<file path="src/rtl/i2cr_pkg.sv">
package i2cr_pkg;

    localparam int IMG_DEPTH = 256;
    localparam int IMG_W     = 8;

    // classification of one host update against the stored levels
    typedef struct packed {
        logic cond;    // SDA moved while SCL stayed high
        logic start;   // condition with SDA falling
        logic rise;    // SCL low -> high
        logic steady;  // SDA equal to stored level
    } line_ev_t;

    function automatic logic [IMG_DEPTH*IMG_W-1:0] default_image();
        logic [IMG_DEPTH*IMG_W-1:0] v;
        v = '0;
        for (int a = 0; a < IMG_DEPTH; a++) begin
            v[a*IMG_W +: IMG_W] = IMG_W'((a * 29 + 91) % 256);
        end
        return v;
    endfunction

endpackage

</file>
<file path="src/rtl/i2cr_line_events.sv">
module i2cr_line_events
    import i2cr_pkg::*;
(
    input  logic     scl_prev,
    input  logic     sda_prev,
    input  logic     scl_now,
    input  logic     sda_now,
    output line_ev_t ev
);
    logic cond;

    always_comb begin
        cond      = scl_prev & scl_now & (sda_prev ^ sda_now);
        ev.cond   = cond;
        ev.start  = cond & ~sda_now;
        ev.rise   = ~scl_prev & scl_now;
        ev.steady = ~(sda_prev ^ sda_now);
    end
endmodule

</file>
<file path="src/rtl/i2cr_rom.sv">
module i2cr_rom #(
    parameter int ADDR_W = 8,
    parameter int DATA_W = 8,
    parameter logic [(1<<ADDR_W)*DATA_W-1:0] IMAGE = '0
) (
    input  logic [ADDR_W-1:0] addr,
    output logic [DATA_W-1:0] rdata
);
    always_comb begin
        rdata = IMAGE[int'(addr)*DATA_W +: DATA_W];
    end
endmodule

</file>
<file path="src/rtl/i2c_rom_slave.sv">
module i2c_rom_slave
    import i2cr_pkg::*;
#(
    parameter int ADDR_W = 8,
    parameter int DATA_W = 8,
    parameter logic [(1<<ADDR_W)*DATA_W-1:0] IMAGE = i2cr_pkg::default_image()
) (
    input  logic clk,
    input  logic rst_n,
    input  logic bus_upd,
    input  logic scl_lvl,
    input  logic sda_lvl,
    output logic sda_out
);
    // tick 1..DATA_W: command bits; CMD_END..ADDR_END-1: address bits
    localparam int CMD_END  = 1 + DATA_W;
    localparam int ADDR_END = CMD_END + ADDR_W;
    localparam int TICK_W   = $clog2(ADDR_END + 1);
    localparam logic [TICK_W-1:0] T_CMD  = TICK_W'(CMD_END);
    localparam logic [TICK_W-1:0] T_ADDR = TICK_W'(ADDR_END);
    localparam logic [TICK_W-1:0] T_ONE  = TICK_W'(1);

    typedef struct packed {
        logic              scl;
        logic              sda;
        logic              ack;
        logic [TICK_W-1:0] tick;
        logic [DATA_W-1:0] cmd;
        logic [ADDR_W-1:0] addr;
        logic [DATA_W-1:0] data;
    } state_t;

    state_t            st_q, st_d;
    line_ev_t          ev;
    logic [ADDR_W-1:0] addr_shift;
    logic [DATA_W-1:0] rom_byte;
    logic [TICK_W-1:0] tick_inc;

    i2cr_line_events u_ev (
        .scl_prev (st_q.scl),
        .sda_prev (st_q.sda),
        .scl_now  (scl_lvl),
        .sda_now  (sda_lvl),
        .ev       (ev)
    );

    assign addr_shift = {st_q.addr[ADDR_W-2:0], sda_lvl};
    assign tick_inc   = st_q.tick + T_ONE;

    i2cr_rom #(
        .ADDR_W (ADDR_W),
        .DATA_W (DATA_W),
        .IMAGE  (IMAGE)
    ) u_rom (
        .addr  (addr_shift),
        .rdata (rom_byte)
    );

    always_comb begin
        st_d = st_q;
        if (bus_upd) begin
            st_d.scl = scl_lvl;
            st_d.sda = sda_lvl;
            if (ev.cond) begin
                if (ev.start) begin
                    st_d.tick = T_ONE;
                    st_d.cmd  = '0;
                end
            end else if (st_q.tick == '0 && !st_q.ack) begin
                // idle: wait for a start
            end else if (ev.rise) begin
                if (st_q.ack) begin
                    st_d.sda = 1'b0;
                    st_d.ack = 1'b0;
                end else if (ev.steady) begin
                    if (st_q.tick < T_CMD) begin
                        st_d.cmd  = {st_q.cmd[DATA_W-2:0], sda_lvl};
                        st_d.tick = tick_inc;
                        if (tick_inc == T_CMD) begin
                            st_d.ack = 1'b1;
                        end
                    end else begin
                        if (st_q.cmd[0]) begin
                            st_d.sda = st_q.data[DATA_W-1];
                        end
                        st_d.addr = addr_shift;
                        st_d.data = {st_q.data[DATA_W-2:0], 1'b0};
                        st_d.tick = tick_inc;
                        if (tick_inc == T_ADDR) begin
                            st_d.data = rom_byte;
                            st_d.ack  = 1'b1;
                            st_d.tick = '0;
                        end
                    end
                end
            end
        end
    end

    always_ff @(posedge clk) begin
        if (!rst_n) begin
            st_q      <= '0;
            st_q.scl  <= 1'b1;
            st_q.sda  <= 1'b1;
        end else begin
            st_q <= st_d;
        end
    end

    assign sda_out = st_q.sda;

endmodule

</file>
<file path="config.mk">
export PLATFORM = sky130hd
export DESIGN_NAME = i2c_rom_slave
export DESIGN_NICKNAME = d
export VERILOG_FILES = /design/src/rtl/i2cr_pkg.sv /design/src/rtl/i2cr_line_events.sv /design/src/rtl/i2cr_rom.sv /design/src/rtl/i2c_rom_slave.sv
export SDC_FILE = /design/constraint.sdc
export NUM_CORES = 1
export LEC_CHECK = 0
export ABC_AREA = 1
export CAP_MARGIN = 20
export CORE_UTILIZATION = 50
export CTS_BUF_LIST = sky130_fd_sc_hd__clkbuf_4 sky130_fd_sc_hd__clkbuf_8
export DETAILED_ROUTE_END_ITERATION = 10
export DONT_BUFFER_PORTS = 1
export GPL_ROUTABILITY_DRIVEN = 0
export GPL_TIMING_DRIVEN = 1
export PLACE_DENSITY = 0.73
export SYNTH_ARGS = -nofsm -noshare
export SYNTH_HDL_FRONTEND = slang
export SYNTH_SLANG_ARGS = --single-unit
</file>
<file path="constraint.sdc">
create_clock -name clk -period 2.6 [get_ports clk]
set_clock_uncertainty 0.2 [all_clocks]
set_input_delay 0.78 -clock clk [delete_from_list [all_inputs] [get_ports clk]]
set_output_delay 0.78 -clock clk [all_outputs]
set_load 0.01 [all_outputs]
</file>
==> tab_implementation.tex, run 1 <==
\begin{tabular}{lr}
\hline
Metric & Value \\
\hline
\multicolumn{2}{l}{\textbf{Floorplanning}} \\
Die area & 4210 um\^{}2 \\
Height of the die & $\sim$65 um \\
Number of top-level design ports & 6 \\
Initial core utilization & 0.532 \\
Core Footprint & 3720 um\^{}2 \\
Number of core rows & 22 \\
Die width & 64.9 um \\
\multicolumn{2}{l}{\textbf{Route}} \\
Wire length on met2 & 2290 um \\
Final antenna-violating net count & 0 \\
WL final & 4750 um \\
Detail-routed via count per cell & 5.44 \\
Number of iterations in the first detailed-routing pass & 4 \\
Wl on met1 & 2170 um \\
Number of violations reported at the end of detailed-routing iteration 0 & 172 \\
\# DRC & 0 \\
Routed wl met3 & 226 um \\
Top sig layer & met4 \\
Detailed-route wire length per cell & about 13 um \\
Via total after detailed routing & 1973 \\
\multicolumn{2}{l}{\textbf{Timing}} \\
Slew at the pin with the worst max-slew slack & just over 0.6 ns \\
Final Max Tran Viols & 0 \\
Worst hold-check slack & 0.255 ns \\
Top achievable clock speed & between 0.4 and 0.5 GHz \\
Final Cycle Share & 0.820 \\
Post-layout worst setup margin & between 0.4 and 0.5 ns \\
Worst relative slew slack & 0.592 \\
Total of endpoints with negative setup slack in the final report & 0 \\
Final Hold Fails & 0 \\
Setup tns final & 0 ns \\
Final critical-path required period & 2.13 ns \\
RSZ-0062 raised after global routing & no \\
\multicolumn{2}{l}{\textbf{Layout}} \\
Storage element area & about 480 um\^{}2 \\
Fill cell count & 391 \\
Post-route cell area & 2070 um\^{}2 \\
Final net count & between 300 and 400 \\
Multi-input gate area & 1270 um\^{}2 \\
Fraction of final layout cells sized beyond drive strength 1 & 0.0635 \\
Synth-to-Final Area Change & 4.56\% \\
N\_diodes & 0 \\
\multicolumn{2}{l}{\textbf{Setup path}} \\
Stages on worst setup path & 9 \\
Arrival time at the worst endpoint & $\sim$2.1 ns \\
CP most frequent cell & sky130\_fd\_sc\_hd\_\_inv\_1 \\
Dominant delay contributor by cell family on the critical path & simple AND/OR/NAND/NOR gates \\
Setup crit end & st\_q[5] \\
Required time reported for the critical path endpoint & about 2.6 ns \\
Worst R2R Start & addr\_shift[1] \\
Cell at the slowest stage of the critical path & sky130\_fd\_sc\_hd\_\_ha\_1 \\
Critical Path Fanout Max & 28 \\
Startpoint Class & input pin \\
Nature of the critical path endpoint & flip-flop \\
Number of buffers and inverters on the critical path & 2 \\
Startpoint of the worst setup timing path & sda\_lvl \\
End of the worst register-to-register path & st\_q[6] \\
Setup slack, reg-to-reg & roughly 0.5 ns \\
Cells along the critical path & ha\_1, nor2\_1, inv\_1, nor2\_4, nand2\_4, nor2\_8, o21ai\_0, inv\_1, a21oi\_1 \\
Biggest cell delay along the critical path & about 0.3 ns \\
Worst r2r path cells & 12 \\
Critical Setup Path Class & input pin to flip-flop \\
\multicolumn{2}{l}{\textbf{Logic synthesis}} \\
Total nets after synthesis & 337 \\
Dominant synthesized flop cell & sky130\_fd\_sc\_hd\_\_dfxtp\_1 \\
Post-synthesis instance area & 1980 um\^{}2 \\
Area share of the largest cell type after synthesis & 0.243 \\
Most frequently used cell type in the post-synthesis netlist & sky130\_fd\_sc\_hd\_\_nand2\_1 \\
Commonest cells in the netlist & 82 x sky130\_fd\_sc\_hd\_\_nand2\_1, 39 x sky130\_fd\_sc\_hd\_\_nand3\_1, 37 x sky130\_fd\_sc\_hd\_\_inv\_1 \\
Synth cell types & 31 \\
Cell count after synthesis & 320 \\
Mux contribution to synthesized area & 0 \\
Cell types occupying the most area after synthesis & sky130\_fd\_sc\_hd\_\_dfxtp\_1 24\%, sky130\_fd\_sc\_hd\_\_nand2\_1 16\%, sky130\_fd\_sc\_hd\_\_nand3\_1 9.9\%, sky130\_fd\_sc\_hd\_\_ha\_1 7.6\%, sky130\_fd\_sc\_hd\_\_a21oi\_1 7.3\% \\
Combinational family with the most area after synthesis & simple AND/OR/NAND/NOR gates \\
Post-Synth XOR/XNOR Area & 0.0133 \\
\#FFs+latches synth & 24 \\
Synthesized-area fraction occupied by ao, oa, aoi and oai cells & 0.206 \\
Async set-reset flop share out of synthesis & 0 \\
Post-synthesis simple-gate area fraction & 0.346 \\
Cell type contributing the most total cell area after synthesis & sky130\_fd\_sc\_hd\_\_dfxtp\_1 \\
Adder-cell area share of the yosys netlist & 0.0759 \\
Post-synthesis sequential area ratio & 0.243 \\
Yosys warnings & 0 \\
Synth Area per Inst & roughly 6.2 um\^{}2 \\
Number of flops mapped to enable cells by yosys & 0 \\
\multicolumn{2}{l}{\textbf{Pwr}} \\
Internal & roughly 610 uW \\
Part of the power in the clock network & 0.430 \\
P\_leak & 0.000995 uW \\
Peak supply drop & 201 uV \\
P\_sw & 192 uW \\
Areal power density over the cells & 386 nW/um\^{}2 \\
Sw Share & 0.241 \\
Combinational share of power & 0.094 \\
Final total power & 798 uW \\
Register share of total power & 0.476 \\
\multicolumn{2}{l}{\textbf{Global routing}} \\
Largest net degree at the start of global routing & 29 \\
Gr usage total & 0.250 \\
Vias in the first global route & 1831 \\
Antenna violations before repair & 0 \\
Grt total ovfl & 0 \\
Wire length of the first global-routing pass & between 8000 and 9000 um \\
\multicolumn{2}{l}{\textbf{Clock network}} \\
Post-CTS clock slew at the launch and capture registers of the worst setup and hold paths & 0.10 ns \\
Longest Clk Path Bufs & 2 \\
Count of instances resized after the clock tree is built & 0 \\
Setup repair bufs after CTS & 0 \\
Hold-fix buffers, CTS & 0 \\
Sink count of the clock tree & 24 \\
Total CTS buffers & 3 \\
CTS tree & yes \\
Clock latency on the worst-skew pair & 0.28 ns \\
Clock root buffer master & sky130\_fd\_sc\_hd\_\_clkbuf\_8 \\
\# H-tree levels & 1 \\
\multicolumn{2}{l}{\textbf{Hold path}} \\
Worst min path class & flip-flop to flip-flop \\
\multicolumn{2}{l}{\textbf{Placement}} \\
Number of port buffers & 0 \\
Placed cell areas & 2000 um\^{}2 \\
Post-place setup slack & 0.201 ns \\
HPWL reported at the end of detailed placement & roughly 3400 um \\
\multicolumn{2}{l}{\textbf{Flow run}} \\
Maximum Capacitance Violations & 0 \\
\multicolumn{2}{l}{\textbf{Status}} \\
Result of the run & finished, final reports clean \\
\hline
\end{tabular}
power groups by stage:
stage | clock [uW] | combinational [uW] | sequential [uW]
2_1_floorplan | 0 | 63.9 | 387
3_3_place_gp | 0 | 73.8 | 389
3_5_place_dp | 0 | 74.3 | 389
4_1_cts | 349 | 74.5 | 380
5_1_grt | 360 | 85.1 | 381
6_report | 343 | 74.6 | 380
how the worst min path moves through the flow:
stage | from | endpoint | slack (ns) | cells after the start
global placement | st_q[4] | st_q[4] | 0.24 | 2
CTS | st_q[4] | st_q[4] | 0.25 | 2
floorplan | st_q[4] | st_q[4] | 0.22 | 2
detailed placement | st_q[4] | st_q[4] | 0.24 | 2
finish | st_q[4] | st_q[4] | 0.25 | 2
global route | st_q[4] | st_q[4] | 0.31 | 2
cell type report:
cell class / instances / share of cell area
Sequential cell: 24 / 0.232
Clock buffer: 3 / 0.0200
Inverter: 40 / 0.0726
Tap cell: 48 / 0.0291
Timing Repair Buffer: 5 / 0.0182
Multi-Input combinational cell: 242 / 0.613
Clock inverter: 1 / 0.0145
state kept, by name (all words and copies together) (netlist names):
| name | cells |
|---|---|
| sda_out | 1 |
| addr_shift | 7 |
| st_q | 16 |
per-layer routing:
layer / vias to the layer above / GRT usage
met2: 46 / 0.434
met1: 884 / 0.322
met4: 0 / 0.0722
met3: 6 / 0.0282
met5: - / 0
li1: 1037 / -
worst reg2reg max path, delay by kind of cell, from the launching register on:
family | cells | cell delay, ns
AOI/OAI and AO/OA | 1 | 0.13
and+or+nand+nor | 9 | 0.77
adders and majority gates | 1 | 0.43
DFF | 1 | 0.34
buffers and inverters | 1 | 0.17
per-stage QoR:
step | instances | util
final | 363 | 0.556
after global routing | 363 | 0.556
after CTS | 363 | 0.556
after detailed placement | 359 | 0.537
after global placement | 359 | 0.537
after floorplan | 320 | -
cell families after synthesis:
group / Yosys count
AO/OA/AOI/OAI: 74
buffers and inverters: 54
flip-flops: 24
adder cells (fa/ha/maj): 12
AND/OR/NAND/NOR: 153
XOR/XNOR: 3
cells in the final DEF, fill, tap and decap left out, types with 3 or more instances in the layout:
| cell type | instances |
|---|---|
| sky130_fd_sc_hd__a21oi_1 | 29 |
| sky130_fd_sc_hd__buf_4 | 5 |
| sky130_fd_sc_hd__clkbuf_8 | 3 |
| sky130_fd_sc_hd__dfxtp_1 | 24 |
| sky130_fd_sc_hd__ha_1 | 12 |
| sky130_fd_sc_hd__inv_1 | 37 |
| sky130_fd_sc_hd__nand2_1 | 82 |
| sky130_fd_sc_hd__nand3_1 | 39 |
| sky130_fd_sc_hd__nor2_1 | 23 |
| sky130_fd_sc_hd__o211ai_1 | 3 |
| sky130_fd_sc_hd__o21ai_0 | 27 |
| sky130_fd_sc_hd__o21ai_1 | 8 |
(Power assumes the default switching activity.)
==> run 2, diff against run 1 <==
--- a/config.mk
+++ b/config.mk
@@ -13,7 +13,7 @@
 export DONT_BUFFER_PORTS = 1
 export GPL_ROUTABILITY_DRIVEN = 0
 export GPL_TIMING_DRIVEN = 1
-export PLACE_DENSITY = 0.73
+export PLACE_DENSITY = 0.76
 export SYNTH_ARGS = -nofsm -noshare
 export SYNTH_HDL_FRONTEND = slang
 export SYNTH_SLANG_ARGS = --single-unit
==> constraint.sdc (replaced) <==
create_clock -name clk -period 1.9 [get_ports clk]
set_clock_uncertainty 0.2 [all_clocks]
set_input_delay 0.57 -clock clk [delete_from_list [all_inputs] [get_ports clk]]
set_output_delay 0.57 -clock clk [all_outputs]
set_load 0.01 [all_outputs]
==> run 2 against run 1 <==
  * Via count is 5.1% higher
  * Core utilization is 6.7 points higher
  * Combinational power is 78% higher
  * Sequential share of layout area is 2.3 points lower
  * Power is 25% higher
  * Critical path depth is 2 lower
  * Worst setup slack worse by 0.38 ns
  * Design area is 12% higher
  * Die area stayed put
  * Count of clock-buffer cells in the layout is 1 higher
  * Largest cell class unchanged
  * Largest power group unchanged
==> tab_implementation.tex, run 2 (synthesis gave the netlist of run 1 again) <==
\begin{tabular}{lr}
\hline
Metric & Value \\
\hline
\multicolumn{2}{l}{\textbf{Setup path}} \\
Critical Setup Path Class & flip-flop to flip-flop \\
Required time reported for the critical path endpoint & between 1.5 and 2 ns \\
Dominant delay contributor by cell family on the critical path & flip-flops \\
Worst R2R Start & st\_q[24] \\
Nature of the critical path endpoint & flip-flop \\
Arrival time at the worst endpoint & 1.76 ns \\
Cells along the critical path & ha\_1, nand3\_1, xor2\_1, nand3b\_4, inv\_4, o21ai\_0, a21oi\_1 \\
Startpoint Class & flip-flop \\
Cell at the slowest stage of the critical path & sky130\_fd\_sc\_hd\_\_dfxtp\_2 \\
Critical Path Fanout Max & 12 \\
Biggest cell delay along the critical path & 0.35 ns \\
Startpoint of the worst setup timing path & st\_q[24] \\
Number of buffers and inverters on the critical path & 1 \\
\multicolumn{2}{l}{\textbf{Pwr}} \\
Register share of total power & 0.521 \\
Sw Share & 0.247 \\
Internal & 751 uW \\
P\_leak & 0.00109 uW \\
Combinational share of power & 0.133 \\
Areal power density over the cells & roughly 430 nW/um\^{}2 \\
P\_sw & 247 uW \\
Peak supply drop & 437 uV \\
Part of the power in the clock network & 0.346 \\
\multicolumn{2}{l}{\textbf{Layout}} \\
N\_diodes & 0 \\
Final standard cell count with taps included and fillers excluded & 383 \\
Fraction of final layout cells sized beyond drive strength 1 & 0.167 \\
Synth-to-Final Area Change & 17.2\% \\
Final net count & around 350 \\
Most common cell after layout, fill and taps aside & sky130\_fd\_sc\_hd\_\_nand2\_1 \\
Top library cells by usage in the layout, fill and taps aside & 82 x sky130\_fd\_sc\_hd\_\_nand2\_1, 37 x sky130\_fd\_sc\_hd\_\_nand3\_1, 36 x sky130\_fd\_sc\_hd\_\_inv\_1 \\
Flip-flop count of the largest register, all copies and words added & 16 \\
Fill cell count & 349 \\
Register name with the most flops & st\_q \\
\multicolumn{2}{l}{\textbf{Global routing}} \\
Gr usage total & 0.251 \\
Largest net degree at the start of global routing & 23 \\
Grt total ovfl & 0 \\
Wire length of the first global-routing pass & 8300 um \\
Antenna violations before repair & 0 \\
Vias in the first global route & 1895 \\
\multicolumn{2}{l}{\textbf{Hold path}} \\
Worst min path class & input pin to flip-flop \\
Hold wc startpoint & rst\_n \\
\multicolumn{2}{l}{\textbf{Timing}} \\
Final Max Tran Viols & 0 \\
RSZ-0062 raised after global routing & yes \\
Total of endpoints with negative setup slack in the final report & 0 \\
Setup tns final & 0 ns \\
Final Cycle Share & 0.955 \\
Final Hold Fails & 0 \\
Worst relative slew slack & 0.749 \\
Top achievable clock speed & 0.551 GHz \\
Final critical-path required period & about 1.8 ns \\
Slew at the pin with the worst max-slew slack & 0.375 ns \\
\multicolumn{2}{l}{\textbf{Status}} \\
Result of the run & finished, final reports clean \\
\multicolumn{2}{l}{\textbf{Placement}} \\
Number of port buffers & 0 \\
Placed instance count & 376 \\
HPWL reported at the end of detailed placement & 3570 um \\
\multicolumn{2}{l}{\textbf{Route}} \\
Number of violations reported at the end of detailed-routing iteration 0 & around 250 \\
Detail-routed via count per cell & 5.42 \\
Via total after detailed routing & 2074 \\
Number of iterations in the first detailed-routing pass & 4 \\
\# DRC & 0 \\
Detailed-route wire length per cell & 13.1 um \\
Final antenna-violating net count & 0 \\
WL final & around 5000 um \\
\multicolumn{2}{l}{\textbf{Clock network}} \\
Longest Clk Path Bufs & 2 \\
Post-CTS clock slew at the launch and capture registers of the worst setup and hold paths & 0.09 ns \\
Hold-fix buffers, CTS & 0 \\
Clock root buffer master & sky130\_fd\_sc\_hd\_\_clkbuf\_8 \\
Sink count of the clock tree & 24 \\
Total CTS buffers & 3 \\
\# H-tree levels & 1 \\
Clock latency on the worst-skew pair & 0.27 ns \\
CTS tree & yes \\
\multicolumn{2}{l}{\textbf{Floorplanning}} \\
Core Footprint & 3720 um\^{}2 \\
Number of core rows & 22 \\
Number of top-level design ports & 6 \\
Die width & 64.9 um \\
Die area & about 4200 um\^{}2 \\
Height of the die & 64.9 um \\
Initial core utilization & 0.532 \\
\multicolumn{2}{l}{\textbf{Flow run}} \\
Maximum Capacitance Violations & 0 \\
\hline
\end{tabular}
## run 2: metal layers
layer,global-route usage,vias up,part of all wire
li1,-,1078,-
met1,0.323,916,0.45
met2,0.401,67,0.47
met3,0.0511,13,0.054
met4,0.106,0,0.026
met5,0,-,0
## run 2: final cells by class
class | count | area [um^2] | share of cell area
Multi-Input combinational cell | 243 | 1350 | 0.585
Sequential cell | 24 | 484 | 0.209
Timing Repair Buffer | 24 | 209 | 0.0902
Inverter | 40 | 154 | 0.0665
Tap cell | 48 | 60.1 | 0.0259
Clock buffer | 4 | 55.1 | 0.0238
## run 2: worst paths after layout
check / to / slack (ns) / depth (start not counted)
worst max-delay path: st_q[29] / 0.09 / 7
worst min-delay path: st_q[4] / 0.21 / 2
worst max register to register: st_q[29] / 0.09 / 7
worst min register to register: st_q[4] / 0.28 / 2
## run 2: repair_timing
action                                  4_1_cts  5_1_grt
cloned                                        1        0
buffers inserted                              1        1
pin swaps                                     1        4
resized for setup                             1       17
endpoints found under the setup margin       11       18
## run 2: per-stage QoR
step	power [uW]	cell area, um^2	setup slack, ns	hold WS [ns]	utilization
floorplan	622	2010	0.000638	0.222	-
global placement	651	2180	-0.0904	0.250	0.587
detailed placement	654	2180	-0.123	0.261	0.587
finish	999	2320	0.0861	0.214	0.623
global route	1040	2320	-0.0657	0.197	0.623
CTS	996	2250	0.0263	0.204	0.607
## run 2: power groups by stage
stage          sequential (uW)  clock (uW)  combinational (uW)
2_1_floorplan              531           0                91.9
4_1_cts                    519         351                 126
5_1_grt                    521         371                 148
3_5_place_dp               531           0                 123
6_report                   520         346                 133
3_3_place_gp               530           0                 121
==> run 3, diff against run 2 <==
--- a/config.mk
+++ b/config.mk
@@ -7,13 +7,12 @@
 export LEC_CHECK = 0
 export ABC_AREA = 1
 export CAP_MARGIN = 20
-export CORE_UTILIZATION = 50
+export CORE_UTILIZATION = 28
 export CTS_BUF_LIST = sky130_fd_sc_hd__clkbuf_4 sky130_fd_sc_hd__clkbuf_8
 export DETAILED_ROUTE_END_ITERATION = 10
 export DONT_BUFFER_PORTS = 1
-export GPL_ROUTABILITY_DRIVEN = 0
 export GPL_TIMING_DRIVEN = 1
-export PLACE_DENSITY = 0.76
+export PLACE_DENSITY = 0.51
 export SYNTH_ARGS = -nofsm -noshare
 export SYNTH_HDL_FRONTEND = slang
 export SYNTH_SLANG_ARGS = --single-unit
==> run 3 against run 2 <==
  * Register-to-register slack gained 0.04 ns
  * Design area is 7.1% higher
  * Largest cell class unchanged
  * Via count up 1.8%
  * Final cell count is 15% higher
  * Largest power group unchanged
  * Maximum frequency increased by 2.4%
  * Highest routed layer unchanged
  * Clock power increased by 34%
  * Worst setup slack better by 0.043 ns
  * Worst hold slack lost 0.016 ns
  * Power increased by 12%
  * Flip-flop and latch count unchanged
==> tab_implementation.tex, run 3 (synthesis gave the netlist of run 1 again) <==
\begin{tabular}{lr}
\hline
Metric & Value \\
\hline
\multicolumn{2}{l}{\textbf{Clock network}} \\
Total CTS buffers & 3 \\
Post-CTS clock slew at the launch and capture registers of the worst setup and hold paths & 0.09 ns \\
Hold-fix buffers, CTS & 0 \\
Setup repair bufs after CTS & 0 \\
Clock latency on the worst-skew pair & 0.27 ns \\
Sink count of the clock tree & 24 \\
CTS tree & yes \\
Longest Clk Path Bufs & 2 \\
Clock root buffer master & sky130\_fd\_sc\_hd\_\_clkbuf\_8 \\
\# H-tree levels & 1 \\
\multicolumn{2}{l}{\textbf{Route}} \\
Detailed-route wire length per cell & 12.5 um \\
Via total after detailed routing & 2112 \\
WL final & 5510 um \\
\# DRC & 0 \\
Number of violations reported at the end of detailed-routing iteration 0 & 239 \\
Final antenna-violating net count & 0 \\
Number of iterations in the first detailed-routing pass & 4 \\
Detail-routed via count per cell & 4.80 \\
\multicolumn{2}{l}{\textbf{Setup path}} \\
Startpoint Class & flip-flop \\
Cells along the critical path & inv\_1, ha\_2, nand3\_2, nand2\_2, nor2\_4, nand2\_4, nor2\_8, buf\_6, o21ai\_0, a21oi\_1 \\
Critical Path Fanout Max & 6 \\
Critical Setup Path Class & flip-flop to flip-flop \\
Biggest cell delay along the critical path & about 0.37 ns \\
Cell at the slowest stage of the critical path & sky130\_fd\_sc\_hd\_\_dfxtp\_2 \\
Dominant delay contributor by cell family on the critical path & simple AND/OR/NAND/NOR gates \\
Number of buffers and inverters on the critical path & 2 \\
Arrival time at the worst endpoint & 1.77 ns \\
Nature of the critical path endpoint & flip-flop \\
Required time reported for the critical path endpoint & 1.90 ns \\
\multicolumn{2}{l}{\textbf{Pwr}} \\
Internal & around 850 uW \\
Register share of total power & 0.467 \\
Combinational share of power & 0.119 \\
Final total power & 1120 uW \\
Areal power density over the cells & 450 nW/um\^{}2 \\
Part of the power in the clock network & 0.414 \\
P\_leak & 0.00115 uW \\
P\_sw & $\sim$270 uW \\
Sw Share & 0.238 \\
Peak supply drop & 267 uV \\
\multicolumn{2}{l}{\textbf{Hold path}} \\
Worst min path class & input pin to flip-flop \\
\multicolumn{2}{l}{\textbf{Global routing}} \\
Gr usage total & 0.154 \\
Grt total ovfl & 0 \\
Wire length of the first global-routing pass & 9140 um \\
Largest net degree at the start of global routing & 22 \\
Vias in the first global route & slightly below 2k \\
Antenna violations before repair & 0 \\
\multicolumn{2}{l}{\textbf{Timing}} \\
Slew at the pin with the worst max-slew slack & 0.365 ns \\
Final Max Tran Viols & 0 \\
Worst relative slew slack & 0.756 \\
Final Cycle Share & 0.932 \\
Top achievable clock speed & 0.565 GHz \\
RSZ-0062 raised after global routing & yes \\
Total of endpoints with negative setup slack in the final report & 0 \\
Final critical-path required period & 1.77 ns \\
Final Hold Fails & 0 \\
Worst hold-check slack & a little under 0.2 ns \\
\multicolumn{2}{l}{\textbf{Placement}} \\
Weighted congestion reported at the end of routability-driven placement & 0.867 \\
HPWL reported at the end of detailed placement & 4090 um \\
Number of port buffers & 0 \\
\multicolumn{2}{l}{\textbf{Floorplanning}} \\
Die area & 7400 um\^{}2 \\
Core Footprint & 6790 um\^{}2 \\
Number of top-level design ports & 6 \\
Number of core rows & 30 \\
Height of the die & 86.0 um \\
Initial core utilization & 0.291 \\
Die width & between 80 and 90 um \\
\multicolumn{2}{l}{\textbf{Layout}} \\
Fill cell count & 747 \\
Multi-input gate area & 1380 um\^{}2 \\
Flip-flop count of the largest register, all copies and words added & 16 \\
Top library cells by usage in the layout, fill and taps aside & 79 x sky130\_fd\_sc\_hd\_\_nand2\_1, 37 x sky130\_fd\_sc\_hd\_\_nand3\_1, 35 x sky130\_fd\_sc\_hd\_\_inv\_1 \\
N\_diodes & 0 \\
Fraction of final layout cells sized beyond drive strength 1 & 0.215 \\
Storage element area & 487 um\^{}2 \\
Final net count & 362 \\
Most common cell after layout, fill and taps aside & sky130\_fd\_sc\_hd\_\_nand2\_1 \\
Synth-to-Final Area Change & 25.4\% \\
Register name with the most flops & st\_q \\
\multicolumn{2}{l}{\textbf{Flow run}} \\
Maximum Capacitance Violations & 0 \\
\multicolumn{2}{l}{\textbf{Status}} \\
Result of the run & finished, final reports clean \\
\hline
\end{tabular}
==> run 3: cell type report <==
| cell class | instances | area share |
|---|---|---|
| Clock buffer | 3 | 0.0166 |
| Tap cell | 96 | 0.0484 |
| Inverter | 40 | 0.0631 |
| Multi-Input combinational cell | 243 | 0.556 |
| Sequential cell | 24 | 0.196 |
| Timing Repair Buffer | 33 | 0.107 |
| Clock inverter | 1 | 0.0121 |
==> run 3: routing by layer <==
layer,track usage,up-vias,wire length [um]
li1,-,1096,-
met5,0,-,0
met4,0.0318,0,46
met3,0.0269,4,186
met1,0.213,978,2620
met2,0.252,34,2650
==> run 3: worst paths after layout <==
| kind | startpoint | endpoint | slack (ns) | cells past startpoint |
|---|---|---|---|---|
| setup / recovery | st_q[24] | addr_shift[1] | 0.13 | 10 |
| setup reg to reg | st_q[24] | addr_shift[1] | 0.13 | 10 |
| hold / removal | bus_upd | st_q[31] | 0.20 | 1 |
| hold reg to reg | st_q[1] | st_q[1] | 0.27 | 2 |
==> run 3: metrics by stage <==
| step | utilization | worst slack, ns | cell area (um^2) | cells | TNS, ns |
|---|---|---|---|---|---|
| 2_1_floorplan | - | 0.000638 | 2010 | 320 | 0 |
| 3_3_place_gp | 0.337 | -0.0837 | 2290 | 434 | -0.285 |
| 3_5_place_dp | 0.337 | -0.0861 | 2290 | 434 | -0.559 |
| 4_1_cts | 0.348 | 0.00981 | 2360 | 438 | 0 |
| 5_1_grt | 0.365 | -0.0201 | 2480 | 440 | -0.0539 |
| 6_report | 0.365 | 0.129 | 2480 | 440 | 0 |
==> run 3: power by group through the flow <==
stage	Clock [uW]	Combinational [uW]	Sequential, uW
2_1_floorplan	0	91.9	531
3_3_place_gp	0	125	531
3_5_place_dp	0	125	531
4_1_cts	480	126	520
5_1_grt	499	148	523
6_report	463	132	521
==> run 3: what timing repair did <==
action                                  4_1_cts  5_1_grt
pin swaps                                     0        7
cloned                                        0        2
resized for setup                             1       34
endpoints found under the setup margin        4       19
